<file path="src/rtl/ide_pio_pkg.sv">
package ide_pio_pkg;
    localparam int NIB_W          = 4;
    localparam int N_DRIVES       = 2;
    localparam int N_KINDS        = 3;
    localparam int OFF_SETUP_BASE = 0;
    localparam int OFF_TIM_STRIDE = 4;

    typedef enum logic [2:0] {
        ST_IDLE,
        ST_SETUP,
        ST_ACTIVE,
        ST_RECOVER,
        ST_DONE
    } pio_state_e;

    typedef enum logic [1:0] {
        KIND_RD     = 2'd0,
        KIND_WR     = 2'd1,
        KIND_NARROW = 2'd2
    } pio_kind_e;
endpackage

</file>
<file path="src/rtl/pio_timing_regs.sv">
module pio_timing_regs
    import ide_pio_pkg::*;
#(
    parameter int ADDR_W = 4,
    parameter int NIB_W  = 4
) (
    input  logic                                              clk,
    input  logic                                              rst_n,
    input  logic                                              we,
    input  logic [ADDR_W-1:0]                                 addr,
    input  logic [2*NIB_W-1:0]                                wdata,
    output logic [N_DRIVES-1:0][NIB_W-1:0]                    setup_q,
    output logic [N_DRIVES-1:0][N_KINDS-1:0][2*NIB_W-1:0]     tim_q
);
    localparam int BYTE_W = 2 * NIB_W;

    for (genvar d = 0; d < N_DRIVES; d++) begin : g_drive
        localparam logic [ADDR_W-1:0] SET_OFF = ADDR_W'(OFF_SETUP_BASE + d);
        logic [NIB_W-1:0] set_r;

        // the packed setup word keeps each drive's nibble apart
        always_ff @(posedge clk) begin
            if (!rst_n)
                set_r <= '0;
            else if (we && addr == SET_OFF)
                set_r <= wdata[NIB_W-1:0];
        end
        assign setup_q[d] = set_r;

        for (genvar k = 0; k < N_KINDS; k++) begin : g_kind
            localparam logic [ADDR_W-1:0] TIM_OFF = ADDR_W'(OFF_TIM_STRIDE * (d + 1) + k);
            logic [BYTE_W-1:0] tim_r;

            always_ff @(posedge clk) begin
                if (!rst_n)
                    tim_r <= '0;
                else if (we && addr == TIM_OFF)
                    tim_r <= wdata;
            end
            assign tim_q[d][k] = tim_r;
        end
    end
endmodule

</file>
<file path="src/rtl/pio_timing_sel.sv">
module pio_timing_sel
    import ide_pio_pkg::*;
#(
    parameter int NIB_W = 4
) (
    input  logic [N_DRIVES-1:0][NIB_W-1:0]                setup_q,
    input  logic [N_DRIVES-1:0][N_KINDS-1:0][2*NIB_W-1:0] tim_q,
    input  logic                                          drive,
    input  logic                                          write,
    input  logic                                          narrow,
    output logic [NIB_W-1:0]                              setup_cnt,
    output logic [NIB_W-1:0]                              act_cnt,
    output logic [NIB_W-1:0]                              rec_cnt
);
    pio_kind_e          kind;
    logic [2*NIB_W-1:0] tbyte;

    always_comb begin
        if (narrow)
            kind = KIND_NARROW;
        else if (write)
            kind = KIND_WR;
        else
            kind = KIND_RD;
        tbyte     = tim_q[drive][kind];
        setup_cnt = setup_q[drive];
        act_cnt   = tbyte[2*NIB_W-1:NIB_W];
        rec_cnt   = tbyte[NIB_W-1:0];
    end
endmodule

</file>
<file path="src/rtl/pio_phase_fsm.sv">
module pio_phase_fsm
    import ide_pio_pkg::*;
#(
    parameter int NIB_W = 4
) (
    input  logic             clk,
    input  logic             rst_n,
    input  logic             req_valid,
    input  logic             req_write,
    input  logic [NIB_W-1:0] setup_cnt,
    input  logic [NIB_W-1:0] act_cnt,
    input  logic [NIB_W-1:0] rec_cnt,
    output logic             busy,
    output logic             addr_valid,
    output logic             dior_n,
    output logic             diow_n,
    output logic             done
);
    pio_state_e       state;
    logic [NIB_W-1:0] cnt;
    logic [NIB_W-1:0] lat_act;
    logic [NIB_W-1:0] lat_rec;
    logic             lat_wr;
    logic             cnt_zero;

    assign cnt_zero = (cnt == '0);

    always_ff @(posedge clk) begin
        if (!rst_n) begin
            state   <= ST_IDLE;
            cnt     <= '0;
            lat_act <= '0;
            lat_rec <= '0;
            lat_wr  <= 1'b0;
        end else begin
            unique case (state)
                ST_IDLE: begin
                    if (req_valid) begin
                        state   <= ST_SETUP;
                        cnt     <= setup_cnt;
                        lat_act <= act_cnt;
                        lat_rec <= rec_cnt;
                        lat_wr  <= req_write;
                    end
                end
                ST_SETUP: begin
                    if (cnt_zero) begin
                        state <= ST_ACTIVE;
                        cnt   <= lat_act;
                    end else begin
                        cnt <= cnt - 1'b1;
                    end
                end
                ST_ACTIVE: begin
                    if (cnt_zero) begin
                        state <= ST_RECOVER;
                        cnt   <= lat_rec;
                    end else begin
                        cnt <= cnt - 1'b1;
                    end
                end
                ST_RECOVER: begin
                    if (cnt_zero)
                        state <= ST_DONE;
                    else
                        cnt <= cnt - 1'b1;
                end
                ST_DONE:  state <= ST_IDLE;
                default:  state <= ST_IDLE;
            endcase
        end
    end

    always_comb begin
        busy       = 1'b1;
        addr_valid = 1'b0;
        dior_n     = 1'b1;
        diow_n     = 1'b1;
        done       = 1'b0;
        unique case (state)
            ST_IDLE:    busy = 1'b0;
            ST_SETUP:   addr_valid = 1'b1;
            ST_ACTIVE: begin
                addr_valid = 1'b1;
                dior_n     = lat_wr;
                diow_n     = !lat_wr;
            end
            ST_RECOVER: addr_valid = 1'b1;
            ST_DONE:    done = 1'b1;
            default:    busy = 1'b0;
        endcase
    end
endmodule

</file>
<file path="src/rtl/ide_pio_strobe_gen.sv">
module ide_pio_strobe_gen
    import ide_pio_pkg::*;
#(
    parameter int ADDR_W = 4,
    parameter int NIB_W  = 4
) (
    input  logic                clk,
    input  logic                rst_n,
    input  logic                cfg_we,
    input  logic [ADDR_W-1:0]   cfg_addr,
    input  logic [2*NIB_W-1:0]  cfg_wdata,
    input  logic                req_valid,
    input  logic                req_drive,
    input  logic                req_write,
    input  logic                req_narrow,
    output logic                busy,
    output logic                addr_valid,
    output logic                dior_n,
    output logic                diow_n,
    output logic                done
);
    logic [N_DRIVES-1:0][NIB_W-1:0]                setup_q;
    logic [N_DRIVES-1:0][N_KINDS-1:0][2*NIB_W-1:0] tim_q;
    logic [NIB_W-1:0] setup_cnt;
    logic [NIB_W-1:0] act_cnt;
    logic [NIB_W-1:0] rec_cnt;

    pio_timing_regs #(.ADDR_W(ADDR_W), .NIB_W(NIB_W)) u_regs (
        .clk     (clk),
        .rst_n   (rst_n),
        .we      (cfg_we),
        .addr    (cfg_addr),
        .wdata   (cfg_wdata),
        .setup_q (setup_q),
        .tim_q   (tim_q)
    );

    pio_timing_sel #(.NIB_W(NIB_W)) u_sel (
        .setup_q   (setup_q),
        .tim_q     (tim_q),
        .drive     (req_drive),
        .write     (req_write),
        .narrow    (req_narrow),
        .setup_cnt (setup_cnt),
        .act_cnt   (act_cnt),
        .rec_cnt   (rec_cnt)
    );

    pio_phase_fsm #(.NIB_W(NIB_W)) u_fsm (
        .clk        (clk),
        .rst_n      (rst_n),
        .req_valid  (req_valid),
        .req_write  (req_write),
        .setup_cnt  (setup_cnt),
        .act_cnt    (act_cnt),
        .rec_cnt    (rec_cnt),
        .busy       (busy),
        .addr_valid (addr_valid),
        .dior_n     (dior_n),
        .diow_n     (diow_n),
        .done       (done)
    );
endmodule

</file>
<file path="config.mk">
export PLATFORM = sky130hd
export DESIGN_NAME = ide_pio_strobe_gen
export DESIGN_NICKNAME = d
export VERILOG_FILES = /design/src/rtl/ide_pio_pkg.sv /design/src/rtl/pio_timing_regs.sv /design/src/rtl/pio_timing_sel.sv /design/src/rtl/pio_phase_fsm.sv /design/src/rtl/ide_pio_strobe_gen.sv
export SDC_FILE = /design/constraint.sdc
export NUM_CORES = 1
export LEC_CHECK = 0
export BUFFER_PORTS_ARGS = -buffer_cell sky130_fd_sc_hd__buf_2
export CAP_MARGIN = 20
export CORE_MARGIN = 5
export CORE_UTILIZATION = 30
export DETAILED_ROUTE_END_ITERATION = 8
export PLACE_DENSITY_LB_ADDON = 0.05
export RECOVER_POWER = 25
export SLEW_MARGIN = 20
export SYNTH_ARGS = -nofsm -noshare
export SYNTH_HDL_FRONTEND = slang
export SYNTH_HIERARCHICAL = 1
export SYNTH_SLANG_ARGS = --single-unit
</file>
<file path="constraint.sdc">
create_clock -name clk -period 1.5 [get_ports clk]
set_input_delay 0.075 -clock clk [delete_from_list [all_inputs] [get_ports clk]]
set_output_delay 0.075 -clock clk [all_outputs]
set_load 0.005 [all_outputs]
</file>
==> flow_summary.ini, run 1 <==
[placement]
dp.cells = 551
gp_congestion = 0.736
dp_hpwl_mm = 6.32
numPortBuffers = 23
dp_slack_ns = -0.0554

[clocking]
clk_latency_ns = 0.33
holdBufCountCts = 0
path_clk_slew_ns = 0.05
cts_buffers = 9
cts_root_buf = clkbuf_16
cts.sinks = 72
htreeDepth = 3
cts_buffer_depth = 2
tritoncts = built

[timing]
setup_tns_ns = -0.00798
whs_ns = 0.0347
fmax_mhz = 663
worst_slack_ns = -0.00798
rsz0062_at_grt = yes
skew_ns = 0.00508
drv_slew = 0
setup_violations = 1
tightest_slew_ns = 0.725
fin_crit_ns = 1.51
min_period_over_period_pct = 101
hold_viol = 0
slew_headroom_pct = 51.7

[cells_and_area]
n_antenna_cell = 0
final_cell_mix = 87 x nand2_1, 81 x mux2i_1, 69 x dfxtp_1
multi_input_area_um2 = 1930
nFillCells = 1201
synthToLayoutAreaGrowth_pct = 21.9
stdcell_count = 571
drive_above_1_share_pct = 21.3
post-route-util_pct = 37.2
regArea_um2 = 1450
final_common_cell = nand2_1
fin_nets = 444

[detailed_routing]
detail_route.iter0.violations = 119
via_count = 2693
dr.pass1.iters = 4
viasPerCell = 4.72
wirelength_mm = 8.71
wl_per_cell_um = 15.2
ant_nets = 0
drc = 0

[worst_setup_path]
path_cells = inv_2 -> ha_4 -> nor3b_4 -> buf_4 -> a311oi_2 -> a21oi_1 -> o221a_1
reg2reg_to = u_fsm/cnt[3]$_SDFFE_PN0P_
slowest_delay_ns = 0.33
reg2regPathDepth = 7
cp_data_required_time_ns = 1.72
cp-start-kind = flip-flop
end_kind = flip-flop
r2r-start = u_fsm/cnt[0]$_SDFFE_PN0P_
regToRegSetupSlack_ns = -0.008
cp_max_fo = 5
crit_arrival_ns = 1.73
cp_slowest_cell = dfxtp_2
worstSetupPathType = reg2reg

[yosys]
yosysWarnings = 6
ys_types = 46
synth_area_leaders = dfxtp_1 41%, mux2i_1 23%, nand2_1 9.4%
synth.ff_latch_count = 72
yosys_most_used_dff = dfxtp_1
avgSynthCellArea_um2 = 9.40
syn_area_um2 = 3490
synthArstFlopShare_pct = 0
yosysSeqAreaShare_pct = 41.3
synth.top_cell.area_share_pct = 41.3
synth_top_area_cell = dfxtp_1
synth_edf_count = 0
syn_inst = 371
synth_nets = 392

[floorplanning]
die-height_um = 118
dieArea_um2 = 13900
core_area_um2 = 11400
die_x_um = 118
io_pins = 24
start_util_pct = 30.5
core.rowCount = 39

[hold_path]
whs_endpoint = u_fsm/lat_wr$_SDFFE_PN0P_
hold_depth = 3
hold_class = in2reg
min-delay-start = req_write

[run_status]
violations = setup timing
outcome = finished with violations

[global_routing]
grt_overflow = 0
grt_pass1_vias = 2898
grt_pass1_wl_mm = 14.9
grt_start_max_net_pins = 39
grt_use_total_pct = 13.4
antenna_found_initial = 0

[pwr]
max-vdd-ir-drop_uv = 720
p_leak_nw = 1.78
powerDensity_nw_per_um2 = 1430

[run]
drv_cap = 0
[area by class of cell]
class,instances,area share (%)
clock buffers,12,5.80
clock inverters,4,0.471
inverters,5,0.501
multi-input cells,274,45.4
flip-flops and latches,72,34.1
well taps,143,4.21
repair buffers,61,9.57
[flip-flops by register name, indices dropped and copies added, names as in the netlist]
signal	count
u_fsm/cnt	4
u_fsm/lat_act	4
u_regs/g_drive.g_kind.tim_r	48
u_fsm/state	3
u_fsm/lat_wr	1
u_regs/g_drive.set_r	8
u_fsm/lat_rec	4
[worst max path at each step]
stage                              startpoint                         to  slack, ns  depth (start not counted)
floorplan           u_fsm/cnt[0]$_SDFFE_PN0P_  u_fsm/cnt[3]$_SDFFE_PN0P_      0.008                          7
global placement    u_fsm/cnt[1]$_SDFFE_PN0P_  u_fsm/cnt[0]$_SDFFE_PN0P_      -0.03                          7
detailed placement  u_fsm/cnt[0]$_SDFFE_PN0P_  u_fsm/cnt[2]$_SDFFE_PN0P_      -0.06                          7
CTS                 u_fsm/cnt[1]$_SDFFE_PN0P_  u_fsm/cnt[3]$_SDFFE_PN0P_    0.00008                          7
global route        u_fsm/cnt[0]$_SDFFE_PN0P_  u_fsm/cnt[3]$_SDFFE_PN0P_      -0.11                          7
finish              u_fsm/cnt[0]$_SDFFE_PN0P_  u_fsm/cnt[3]$_SDFFE_PN0P_     -0.008                          7
[where the power goes]
part	total, mW	switching, mW	internal (mW)
clock network	1.93	0.775	1.15
logic	2.00	1.01	0.998
registers	2.15	0.100	2.05
total	6.08	1.88	4.20
[routing by layer]
layer | vias to the layer above | track usage (%) | part of all wire (%)
met5 | - | 0 | 0
met4 | 0 | 6.38 | 2.1
met3 | 13 | 2.11 | 2.2
met2 | 28 | 22.1 | 47
met1 | 1270 | 17.0 | 48
li1 | 1382 | - | -
[synthesized netlist by cell type, drive strengths merged (2+ instances only)]
cell / instances
a21boi: 9
a21oi: 12
a22o: 8
a22oi: 2
and2: 2
buf: 10
clkbuf: 9
dfxtp: 72
ha: 2
inv: 5
mux2: 4
mux2i: 81
nand2: 87
nand2b: 8
nand3: 2
nand3b: 3
nor2: 17
nor2b: 4
nor3: 6
nor3b: 2
o21ai: 7
o221a: 2
o31ai: 2
or2: 2
or3: 2
xnor2: 3
[metrics by stage]
| step | area [um^2] | total power [mW] |
|---|---|---|
| after CTS | 4230 | 6.08 |
| after global placement | 3930 | 4.02 |
| after global routing | 4250 | 6.46 |
| after detailed placement | 3930 | 4.01 |
| final | 4250 | 6.08 |
| after floorplan | 3490 | 3.36 |
[timing repair]
item                       4_1_cts  5_1_grt
setup endpoints to repair        6        6
setup buffers                    1        3
gates cloned                     0        0
gates resized for setup          9        5
hold endpoints to repair         0        0
pin swaps                        6        5
[logic make-up after synthesis]
group,synth area share [%]
simple gates,18.2
fa+ha+maj,1.04
mux,24.6
compound gates,9.91
flops,41.3
xor+xnor,0.754
buf+inv,4.24
[critical path, delay by kind of cell (launching register included)]
family | cells | cell delay, ns
and+or+nand+nor | 1 | 0.16
buffers and inverters | 2 | 0.19
DFF | 1 | 0.33
AOI/OAI and AO/OA | 3 | 0.57
adders and majority gates | 1 | 0.15
Power figures use the tool's default switching activity.
==> run 2: changes to the inputs <==
Settings changed: REMOVE_ABC_BUFFERS set to 1.
==> run 2 against run 1 <==
Compared with the run above: the run still ends with setup timing left; sequential share of layout area shrank 0.50 points; cell count down 0.70%; non-clock buffer count shrank 3; die area unchanged; clock power increased by 26%; largest cell class unchanged.
==> flow_summary.ini, run 2 (same netlist as run 1, synthesis figures left out) <==
[global_routing]
grt_pass1_wl_mm = 15.2
grt_overflow = 0
grt_use_total_pct = 13.7
grt_start_max_net_pins = 30
antenna_found_initial = 0
grt_pass1_vias = 2744

[clocking]
cts_buffer_depth = 2
htreeDepth = 3
cts.sinks = 72
cts_root_buf = clkbuf_16
tritoncts = built
path_clk_slew_ns = 0.06
holdBufCountCts = 0
clk_latency_ns = 0.33
cts_buffers = 9

[pwr]
powerDensity_nw_per_um2 = 1520
max-vdd-ir-drop_uv = 724
p_leak_nw = 1.81

[detailed_routing]
via_count = 2691
wl_per_cell_um = 16.1
wirelength_mm = 9.16
dr.pass1.iters = 4
ant_nets = 0
drc = 0
detail_route.iter0.violations = 131
viasPerCell = 4.75

[run_status]
violations = setup timing
outcome = finished with violations

[timing]
skew_ns = 0.00321
min_period_over_period_pct = 100
whs_ns = 0.0408
tightest_slew_ns = 0.789
rsz0062_at_grt = yes
slew_headroom_pct = 47.3
setup_tns_ns = -0.00640
drv_slew = 0
worst_slack_ns = -0.00640
setup_violations = 1
fmax_mhz = 664
hold_viol = 0
fin_crit_ns = 1.51

[worst_setup_path]
cp_max_fo = 5
cp_slowest_cell = dfxtp_2
crit_arrival_ns = 1.73
crit_family = simple AND/OR/NAND/NOR gates
end_kind = flip-flop
cp_data_required_time_ns = 1.72
cp-start-kind = flip-flop
crit_buf_inv = 1
worstSetupPathType = reg2reg
path_cells = inv_2 -> ha_4 -> nor3b_4 -> maj3_2 -> nor3_2 -> nor3_1 -> nor2_1
slowest_delay_ns = 0.32

[floorplanning]
dieArea_um2 = 13900
core_area_um2 = 11400
core.rowCount = 39
start_util_pct = 30.5
die_x_um = 118
io_pins = 24
die-height_um = 118

[cells_and_area]
final_common_cell = nand2_1
synthToLayoutAreaGrowth_pct = 23.6
final_cell_mix = 87 x nand2_1, 81 x mux2i_1, 68 x dfxtp_1
drive_above_1_share_pct = 22.2
regArea_um2 = 1450
fin_nets = 441
multi_input_area_um2 = 1940
nFillCells = 1182
largest_reg_flops = 48
n_antenna_cell = 0
largest_register = u_regs/g_drive.g_kind.tim_r
largestRegisters = u_regs/g_drive.g_kind.tim_r: 48 flops, u_regs/g_drive.set_r: 8 flops

[run]
drv_cap = 0

[placement]
numPortBuffers = 23
gp_congestion = 0.766
dp_hpwl_mm = 6.40

[hold_path]
hold_class = in2reg
==> run 2: path summary, 6_finish.rpt <==
check,start,end,slack [ns],depth (start not counted)
max reg2reg,u_fsm/cnt[0]$_SDFFE_PN0P_,u_fsm/cnt[0]$_SDFFE_PN0P_,-0.006,7
max,u_fsm/cnt[0]$_SDFFE_PN0P_,u_fsm/cnt[0]$_SDFFE_PN0P_,-0.006,7
min reg2reg,u_regs/g_drive[1].g_kind[2].tim_r[4]$_SDFFE_PN0P_,u_regs/g_drive[1].g_kind[2].tim_r[4]$_SDFFE_PN0P_,0.45,2
min,req_write,u_fsm/lat_wr$_SDFFE_PN0P_,0.04,3
==> run 2: cell type report <==
class | count | area share [%]
clock buffer | 13 | 6.50
clock inverter | 2 | 1.39
inverter | 5 | 0.436
multi-input combinational | 274 | 44.9
sequential | 72 | 33.6
tap | 143 | 4.15
timing repair buffer | 58 | 9.03
==> run 2: timing repair <==
| action | in CTS | in global routing |
|---|---|---|
| endpoints found under the hold margin | 0 | 0 |
| cloned | 0 | 0 |
| pin swaps | 4 | 10 |
| setup buffers | 1 | 1 |
| setup endpoints to repair | 8 | 5 |
| resized for setup | 9 | 8 |
==> run 2: report_power, final <==
part	internal, mW	switching (mW)	leakage (nW)
Sequential	2.05	0.104	0.584
Combinational	0.975	1.01	1.05
Clock	1.63	0.805	0.168
==> run 2: metal layers <==
layer / routed length [um] / global-route usage (%) / share of wire, %
met2: 4200 / 21.2 / 46
met1: 4550 / 18.9 / 50
met5: 0 / 0 / 0
met4: 131 / 4.73 / 1.4
met3: 274 / 3.17 / 3.0
==> run 2: per-stage QoR <==
stage / area [um^2] / total power, mW / instances / setup slack [ns] / util [%]
finish: 4310 / 6.57 / 567 / -0.00640 / 37.7
global route: 4310 / 6.94 / 567 / -0.110 / 37.7
CTS: 4290 / 6.56 / 566 / 0.000576 / 37.6
detailed placement: 3920 / 4.00 / 550 / -0.0219 / 34.4
global placement: 3920 / 4.02 / 550 / -0.0432 / 34.4
floorplan: 3360 / 3.25 / 351 / -0.0387 / -
==> run 2: tightest hold or removal path, stage by stage <==
cell and delay, ns:
buf_2 0.13, nand2_1 0.06, a21boi_1 0.05
